**src/rtl/acc_alu_pkg.sv**
```systemverilog
package acc_alu_pkg;

   typedef enum logic [3:0] {
      OP_CLR = 4'd0,
      OP_ADD = 4'd1,
      OP_SUB = 4'd2,
      OP_AND = 4'd3,
      OP_OR  = 4'd4,
      OP_LSL = 4'd5,
      OP_LSR = 4'd6,
      OP_ASR = 4'd7,
      OP_ROT = 4'd8,
      OP_NOT = 4'd9
   } op_e;

   typedef struct packed {
      logic z;
      logic n;
      logic c;
      logic v;
   } flag_t;

   // which flags an operation class writes
   function automatic flag_t upd_mask(input logic [3:0] code);
      flag_t m;
      m = '0;
      case (code)
         OP_CLR, OP_AND, OP_OR:          begin m.z = 1'b1; m.n = 1'b1; end
         OP_ADD, OP_SUB:                 m = '1;
         OP_LSL, OP_LSR, OP_ASR, OP_ROT: begin m.z = 1'b1; m.n = 1'b1; m.c = 1'b1; end
         default:                        m = '0;
      endcase
      return m;
   endfunction

endpackage

```
**src/rtl/acc_alu_addsub.sv**
```systemverilog
module acc_alu_addsub #(
   parameter int WIDTH = 16
) (
   input  logic [WIDTH-1:0] a,
   input  logic [WIDTH-1:0] b,
   input  logic             sub,
   output logic [WIDTH-1:0] sum,
   output logic             cout,
   output logic             ovf
);
   localparam int MSB = WIDTH - 1;

   logic [WIDTH-1:0] b_eff;
   logic [WIDTH:0]   full;

   always_comb begin
      b_eff = sub ? ~b : b;
      full  = {1'b0, a} + {1'b0, b_eff} + {{WIDTH{1'b0}}, sub};
      sum   = full[MSB:0];
      cout  = full[WIDTH];
      ovf   = (a[MSB] == b_eff[MSB]) && (full[MSB] != a[MSB]);
   end

   always_comb begin
      assert (full[MSB:0] == (sub ? a - b : a + b))
         else $error("assert_diff_R5: adder result mismatch");
   end

endmodule

```
**src/rtl/acc_alu_shift.sv**
```systemverilog
module acc_alu_shift
   import acc_alu_pkg::*;
#(
   parameter int WIDTH    = 16,
   parameter bit ROT_LEFT = 1'b1
) (
   input  logic [WIDTH-1:0] a,
   input  logic [3:0]       code,
   output logic [WIDTH-1:0] res,
   output logic             cout
);
   localparam int MSB = WIDTH - 1;

   logic [WIDTH-1:0] rot_res;
   logic             rot_c;

   generate
      if (ROT_LEFT) begin : g_rot_left
         assign rot_res = {a[MSB-1:0], a[MSB]};
         assign rot_c   = a[MSB];
      end else begin : g_rot_right
         assign rot_res = {a[0], a[MSB:1]};
         assign rot_c   = a[0];
      end
   endgenerate

   always_comb begin
      res  = a;
      cout = 1'b0;
      case (code)
         OP_LSL:  begin res = {a[MSB-1:0], 1'b0};  cout = a[MSB]; end
         OP_LSR:  begin res = {1'b0, a[MSB:1]};    cout = a[0];   end
         OP_ASR:  begin res = {a[MSB], a[MSB:1]};  cout = a[0];   end
         OP_ROT:  begin res = rot_res;             cout = rot_c;  end
         default: begin res = a;                   cout = 1'b0;   end
      endcase
   end

   always_comb begin
      if (code == OP_ASR)
         assert (res[MSB] == a[MSB]) else $error("assert_asr_sign_R9: sign lost");
   end

endmodule

```
**src/rtl/acc_alu_flags.sv**
```systemverilog
module acc_alu_flags
   import acc_alu_pkg::*;
(
   input  logic  clk,
   input  logic  rst_n,
   input  logic  we,
   input  flag_t upd,
   input  flag_t nxt,
   output flag_t cur
);

   always_ff @(posedge clk) begin
      if (!rst_n) begin
         cur <= '0;
      end else if (we) begin
         if (upd.z) cur.z <= nxt.z;
         if (upd.n) cur.n <= nxt.n;
         if (upd.c) cur.c <= nxt.c;
         if (upd.v) cur.v <= nxt.v;
      end
   end

   assert_mask_v_R11: assert property (@(posedge clk) disable iff (!rst_n)
      (we && !upd.v) |=> $stable(cur.v));

endmodule

```
**src/rtl/acc_alu.sv**
```systemverilog
module acc_alu
   import acc_alu_pkg::*;
#(
   parameter int WIDTH    = 16,
   parameter bit ROT_LEFT = 1'b1
) (
   input  logic             clk,
   input  logic             rst_n,
   input  logic             en,
   input  logic [3:0]       op,
   input  logic [WIDTH-1:0] bus_opd,
   output logic [WIDTH-1:0] acc,
   output logic             flag_z,
   output logic             flag_n,
   output logic             flag_c,
   output logic             flag_v
);
   localparam int MSB = WIDTH - 1;

   generate
      if (WIDTH < 2) begin : g_bad_width
         $error("acc_alu: WIDTH must be at least 2");
      end
   endgenerate

   logic [WIDTH-1:0] as_sum, sh_res, nxt_acc;
   logic             as_c, as_v, sh_c;
   logic             acc_we;
   flag_t            upd, nxt_f, cur_f;

   acc_alu_addsub #(.WIDTH(WIDTH)) i_addsub (
      .a(acc), .b(bus_opd), .sub(op == OP_SUB),
      .sum(as_sum), .cout(as_c), .ovf(as_v)
   );

   acc_alu_shift #(.WIDTH(WIDTH), .ROT_LEFT(ROT_LEFT)) i_shift (
      .a(acc), .code(op), .res(sh_res), .cout(sh_c)
   );

   always_comb begin
      acc_we  = 1'b1;
      nxt_acc = acc;
      case (op)
         OP_CLR:                         nxt_acc = '0;
         OP_ADD, OP_SUB:                 nxt_acc = as_sum;
         OP_AND:                         nxt_acc = acc & bus_opd;
         OP_OR:                          nxt_acc = acc | bus_opd;
         OP_LSL, OP_LSR, OP_ASR, OP_ROT: nxt_acc = sh_res;
         OP_NOT:                         nxt_acc = ~bus_opd;
         default:                        acc_we  = 1'b0;
      endcase
      upd     = upd_mask(op);
      nxt_f.z = (nxt_acc == '0);
      nxt_f.n = nxt_acc[MSB];
      nxt_f.c = (op == OP_ADD || op == OP_SUB) ? as_c : sh_c;
      nxt_f.v = as_v;
   end

   always_ff @(posedge clk) begin
      if (!rst_n)             acc <= '0;
      else if (en && acc_we)  acc <= nxt_acc;
   end

   acc_alu_flags i_flags (
      .clk(clk), .rst_n(rst_n), .we(en), .upd(upd), .nxt(nxt_f), .cur(cur_f)
   );

   assign flag_z = cur_f.z;
   assign flag_n = cur_f.n;
   assign flag_c = cur_f.c;
   assign flag_v = cur_f.v;

   assert_hold_R2: assert property (@(posedge clk) disable iff (!rst_n)
      (!en || op > 4'd9) |=> ($stable(acc) && $stable({flag_z, flag_n, flag_c, flag_v})));

   assert_clear_R3: assert property (@(posedge clk) disable iff (!rst_n)
      (en && op == OP_CLR) |=> (acc == '0 && flag_z && !flag_n && $stable({flag_c, flag_v})));

   assert_logic_keep_R6: assert property (@(posedge clk) disable iff (!rst_n)
      (en && (op == OP_AND || op == OP_OR)) |=> $stable({flag_c, flag_v}));

   assert_lsr_R8: assert property (@(posedge clk) disable iff (!rst_n)
      (en && op == OP_LSR) |=> (!acc[MSB] && flag_c == $past(acc[0])));

   assert_shift_v_R11: assert property (@(posedge clk) disable iff (!rst_n)
      (en && op >= OP_LSL && op <= OP_ROT) |=> $stable(flag_v));

   assert_not_R12: assert property (@(posedge clk) disable iff (!rst_n)
      (en && op == OP_NOT) |=> (acc == ~$past(bus_opd) && $stable({flag_z, flag_n, flag_c, flag_v})));

   assert_zn_R13: assert property (@(posedge clk) disable iff (!rst_n)
      (en && op <= OP_ROT) |=> (flag_z == (acc == '0) && flag_n == acc[MSB]));

endmodule

```
**config.mk**
```make
export PLATFORM = sky130hd
export DESIGN_NAME = acc_alu
export DESIGN_NICKNAME = d
export VERILOG_FILES = /design/src/rtl/acc_alu_pkg.sv /design/src/rtl/acc_alu_addsub.sv /design/src/rtl/acc_alu_shift.sv /design/src/rtl/acc_alu_flags.sv /design/src/rtl/acc_alu.sv
export SDC_FILE = /design/constraint.sdc
export NUM_CORES = 1
export LEC_CHECK = 0
export BUFFER_PORTS_ARGS = -buffer_cell sky130_fd_sc_hd__buf_4
export CORE_ASPECT_RATIO = 1.75
export CORE_UTILIZATION = 50
export DETAILED_ROUTE_END_ITERATION = 10
export PLACE_DENSITY = 0.71
export SKIP_CTS_REPAIR_TIMING = 1
export SYNTH_ARGS = -nofsm -noshare
export SYNTH_HDL_FRONTEND = slang
export SYNTH_HIERARCHICAL = 1
export SYNTH_SLANG_ARGS = --single-unit
```
**constraint.sdc**
```tcl
create_clock -name clk -period 6.2 [get_ports clk]
set_clock_uncertainty 0.15 [all_clocks]
set_input_delay 1.24 -clock clk [delete_from_list [all_inputs] [get_ports clk]]
set_output_delay 1.24 -clock clk [all_outputs]
set_load 0.05 [all_outputs]
```
==> run summary <==
The measured slew at the worst slew-check pin came out at 1150 ps. The synthesized netlist net count is 525. The critical path's top delay family is simple AND/OR/NAND/NOR gates.

Of the total synthesized cell area, the portion taken by full adders, half adders and majority gates is 6.21%. The detailed placement HPWL came out at 9.02 mm. By area the synthesized netlist is led by sky130_fd_sc_hd__dfxtp_1, sky130_fd_sc_hd__nand2_1, sky130_fd_sc_hd__ha_1. The final worst-path cycle share is 90.9%. The areal power density over the cells is 167 nW/um^2. The critical path starts at op[0]. The number of antenna-violating nets in the routed design came out at 0. The last weighted congestion value of the routability-driven placer came out at 1.03. The remaining global-route overflow came out at 0. TritonCTS built the clock tree. The warning count from the yosys run is 6. The clock transition at the registers of the reported paths is 50 ps. The sum of met2 wire segment lengths after detailed routing is 6.13 mm. The total number of clock tree sinks is 20. The final hold violation count came out at 0. The destination of the worst register-to-register timing path is i_flags/cur[3]. The row count came out at 40. Counting along the longest clock path gives a buffer depth of 2. On the critical path, the stage with the largest delay is an instance of sky130_fd_sc_hd__or4_1. The leakage power of the design is 0.00170 uW. The DRC violation count after routing came out at 0. After detailed routing, the met3 layer carries 813 um of wire. Counting every instance in the synthesized netlist gives 485. The mean number of vias per cell came out at 6.91.

The finished cells cover 3950 sq um. The wire length reported by the detailed router came out at 12.7 mm. The number of enable-type register cells in the synthesized netlist is 0. At the later pin of the worst-skew pair, clock insertion delay measures 250 ps. The via count of the first global-routing pass is 3897.

After synthesis, the largest family of logic cells by area is compound AO/OA/AOI/OAI gates. The highest clock rate came out at 177 MHz. The detailed router finished its first iteration with 403 violations. The number of cells traversed by the worst register-to-register path came out at 18. Counting distinct cell types in the post-synthesis netlist gives 81.

The sequential fraction of the synthesis area is 11.3%. The logic depth of the worst path, buffers included came out at 23. The count of state elements after synthesis came out at 20. The core footprint is 6860 sq um.

The startpoint identified for the worst register-to-register timing path is acc[0]. In this design, the stage delay of the slowest critical-path cell is 540 ps. The most critical setup path has its endpoint at i_flags/cur[3]. The average size of a mapped cell came out at 7.31 sq um. For this run, the leading register cell type out of synthesis is sky130_fd_sc_hd__dfxtp_1.

The pin count of the biggest net entering global routing came out at 59. The biggest area consumer among synthesized cells is sky130_fd_sc_hd__dfxtp_1. The flow ran to the end, and the final reports show no timing, DRC or antenna violations. In the synthesized netlist, the cells that appear most often are sky130_fd_sc_hd__nand2_1, sky130_fd_sc_hd__o21ai_0, sky130_fd_sc_hd__a21oi_1. The die covers 7440 sq um. The utilization after layout came out at 57.6%.

The met1 wire length came out at 4.75 mm. The overall fraction of global-route tracks in use is 33.8%. The fraction of synthesized area in multiplexers came out at 2.29%. From bottom edge to top edge, the die measures 113 um. Setup repair after global routing left no endpoint under its margin. The buffer and inverter count on the worst path came out at 5. The master cell of the clock root buffer is sky130_fd_sc_hd__clkbuf_16. The number of antenna violations at the first check in global routing is 0. The endpoint kind of the worst setup timing path is a register. The total clock buffers created by CTS is 3. The setup slack at placement came out at 436 ps. The simple logic cell fraction of the synthesized area came out at 29.0%. The final routed wire length divided by cell count is 21.5 um. Input and output buffers added on the ports amount to 42.

In this run the worst hold path is classified as reg -> reg. The area of the mapped netlist is 3540 sq um. Summing the areas of all xor and xnor instances in the mapped netlist gives 7.41% of the synthesized area. Setup slack closes at 565 ps. The worst reg-to-reg setup slack came out at 1620 ps.

The number of diodes added for antenna fixing came out at 0. The worst slew margin relative to its limit came out at 23.0%. The max-cap violation count came out at 0.

The setup TNS is 0 ps. The portion of synthesized cell area occupied by the leading cell type came out at 11.3%. At the end of the flow, the number of nets in the layout was 548.

The data arrival time of the critical path came out at 5660 ps. Across the VDD grid, the largest voltage drop is 187 uV. The minimum clock period after layout is 5640 ps. The number of H-tree levels came out at 1.

The async set-reset flop share out of synthesis is 0%. The largest fanout on the critical path came out at 8. The critical path in this run is classified as in -> reg.

By instance count, the leading cell after synthesis is sky130_fd_sc_hd__nand2_1. The vias after detailed routing is 4074. The starting density of the core came out at 51.7%. The iteration count of the initial detailed-routing pass came out at 5. The standard cell area after detailed placement is 3880 sq um. The layout cell share with drive strength beyond 1 is 16.2%. The first-pass GRT wire length came out at 19.4 mm. The signal on the critical path passes through buf_4, inv_1, nand2_1, nor3_2, buf_4, xor2_1, inv_1, fa_1, nor2b_1, o311ai_1, nand2_1, a41o_1, xor2_1, a22o_1, a32oi_1, o21ai_0, a2111oi_1, buf_4, o21ai_0, or4_1, nor4b_2, nand2_1, mux2i_1. The complex-gate fraction of the synthesized area is 37.5%. The highest metal layer carrying signal wires in the routed design is met4. The area added between synthesis and finish came out at 11.5%. The die width is 65.6 um.

The critical path required time is 6220 ps. The final max-slew violation count came out at 0. Setup violations remaining at the end of the flow were counted as 0. The worst setup path is launched from a primary input.

The I/O pin total came out at 43.
## cell type report
cell class | instances | area (sq um)
fillers | 669 | 2910
repair buffers | 53 | 398
clock buffers | 3 | 75.1
inverters | 13 | 48.8
multi-input cells | 417 | 2920
flip-flops and latches | 20 | 400
well taps | 84 | 105
## report_power, final
part	leakage, uW	switching (uW)	total, uW	internal (uW)
Sequential	0.000165	26.6	165	138
Combinational	0.00149	222	367	145
Clock	0.0000370	43.1	128	84.9
## flip-flops by register name, summed over array words and instances (netlist names)
name	count
acc	16
i_flags/cur	4
## routing by layer
metal	global-route usage, %	vias up
met5	0	-
met2	55.2	215
met4	27.0	0
li1	-	1863
met1	38.9	1927
met3	3.20	69
## layout by cell type (no fill, tap or decap), types with 3 or more instances in the layout
master	n
sky130_fd_sc_hd__xnor2_1	9
sky130_fd_sc_hd__nor3b_1	7
sky130_fd_sc_hd__and4b_1	3
sky130_fd_sc_hd__inv_1	13
sky130_fd_sc_hd__a31oi_1	4
sky130_fd_sc_hd__a221o_2	4
sky130_fd_sc_hd__nand2b_1	6
sky130_fd_sc_hd__o211a_1	6
sky130_fd_sc_hd__ha_1	16
sky130_fd_sc_hd__buf_4	53
sky130_fd_sc_hd__nand4_1	3
sky130_fd_sc_hd__o2111ai_1	4
sky130_fd_sc_hd__nor3_1	3
sky130_fd_sc_hd__a22oi_1	8
sky130_fd_sc_hd__a221o_1	10
sky130_fd_sc_hd__a32oi_1	4
sky130_fd_sc_hd__a21boi_0	5
sky130_fd_sc_hd__nand3b_1	5
sky130_fd_sc_hd__and2_1	22
sky130_fd_sc_hd__dfxtp_1	20
sky130_fd_sc_hd__clkbuf_16	3
sky130_fd_sc_hd__mux2i_1	4
sky130_fd_sc_hd__o22ai_1	3
sky130_fd_sc_hd__o21bai_1	3
sky130_fd_sc_hd__a21oi_1	34
sky130_fd_sc_hd__nor2_1	24
sky130_fd_sc_hd__nand3_1	12
sky130_fd_sc_hd__nand2_1	56
sky130_fd_sc_hd__o211ai_1	5
sky130_fd_sc_hd__a32o_1	4
sky130_fd_sc_hd__nor2b_1	18
sky130_fd_sc_hd__xor2_1	21
sky130_fd_sc_hd__nor4_1	4
sky130_fd_sc_hd__and3b_1	4
sky130_fd_sc_hd__a22o_1	7
sky130_fd_sc_hd__a21o_1	7
sky130_fd_sc_hd__o21a_1	3
sky130_fd_sc_hd__a221oi_1	3
sky130_fd_sc_hd__o21ai_0	36
## worst min path at each step
stage	start	endpoint	slack [ps]	cells past startpoint
after floorplan	i_flags/cur[3]	i_flags/cur[3]	520	2
after global placement	i_flags/cur[2]	i_flags/cur[2]	300	2
after detailed placement	i_flags/cur[2]	i_flags/cur[2]	310	2
after CTS	i_flags/cur[2]	i_flags/cur[2]	310	2
after global routing	i_flags/cur[2]	i_flags/cur[2]	340	2
final	i_flags/cur[2]	i_flags/cur[2]	310	2
## through the flow
stage	cells	power (uW)	hold slack [ps]
CTS	590	653	312
detailed placement	587	523	305
floorplan	485	419	523
global route	590	693	339
global placement	587	519	300
finish	590	659	309
## worst reg2reg max path: cells and delay by family, from the launching register on
kind | cells | cell delay, ps
adder cells (fa/ha/maj) | 1 | 410
AO/OA/AOI/OAI | 7 | 1280
buffers and inverters | 2 | 250
multiplexers | 2 | 430
flip-flops | 1 | 620
XOR/XNOR | 1 | 120
AND/OR/NAND/NOR | 5 | 1250
## kinds of logic (layout without fill, tap and decap cells)
family / after synthesis / in the layout
simple gates: 184 / 184
buf+inv: 48 / 69
flops: 20 / 20
xor+xnor: 30 / 30
compound gates: 179 / 179
mux: 7 / 7
fa+ha+maj: 17 / 17
(Power assumes the default switching activity.)
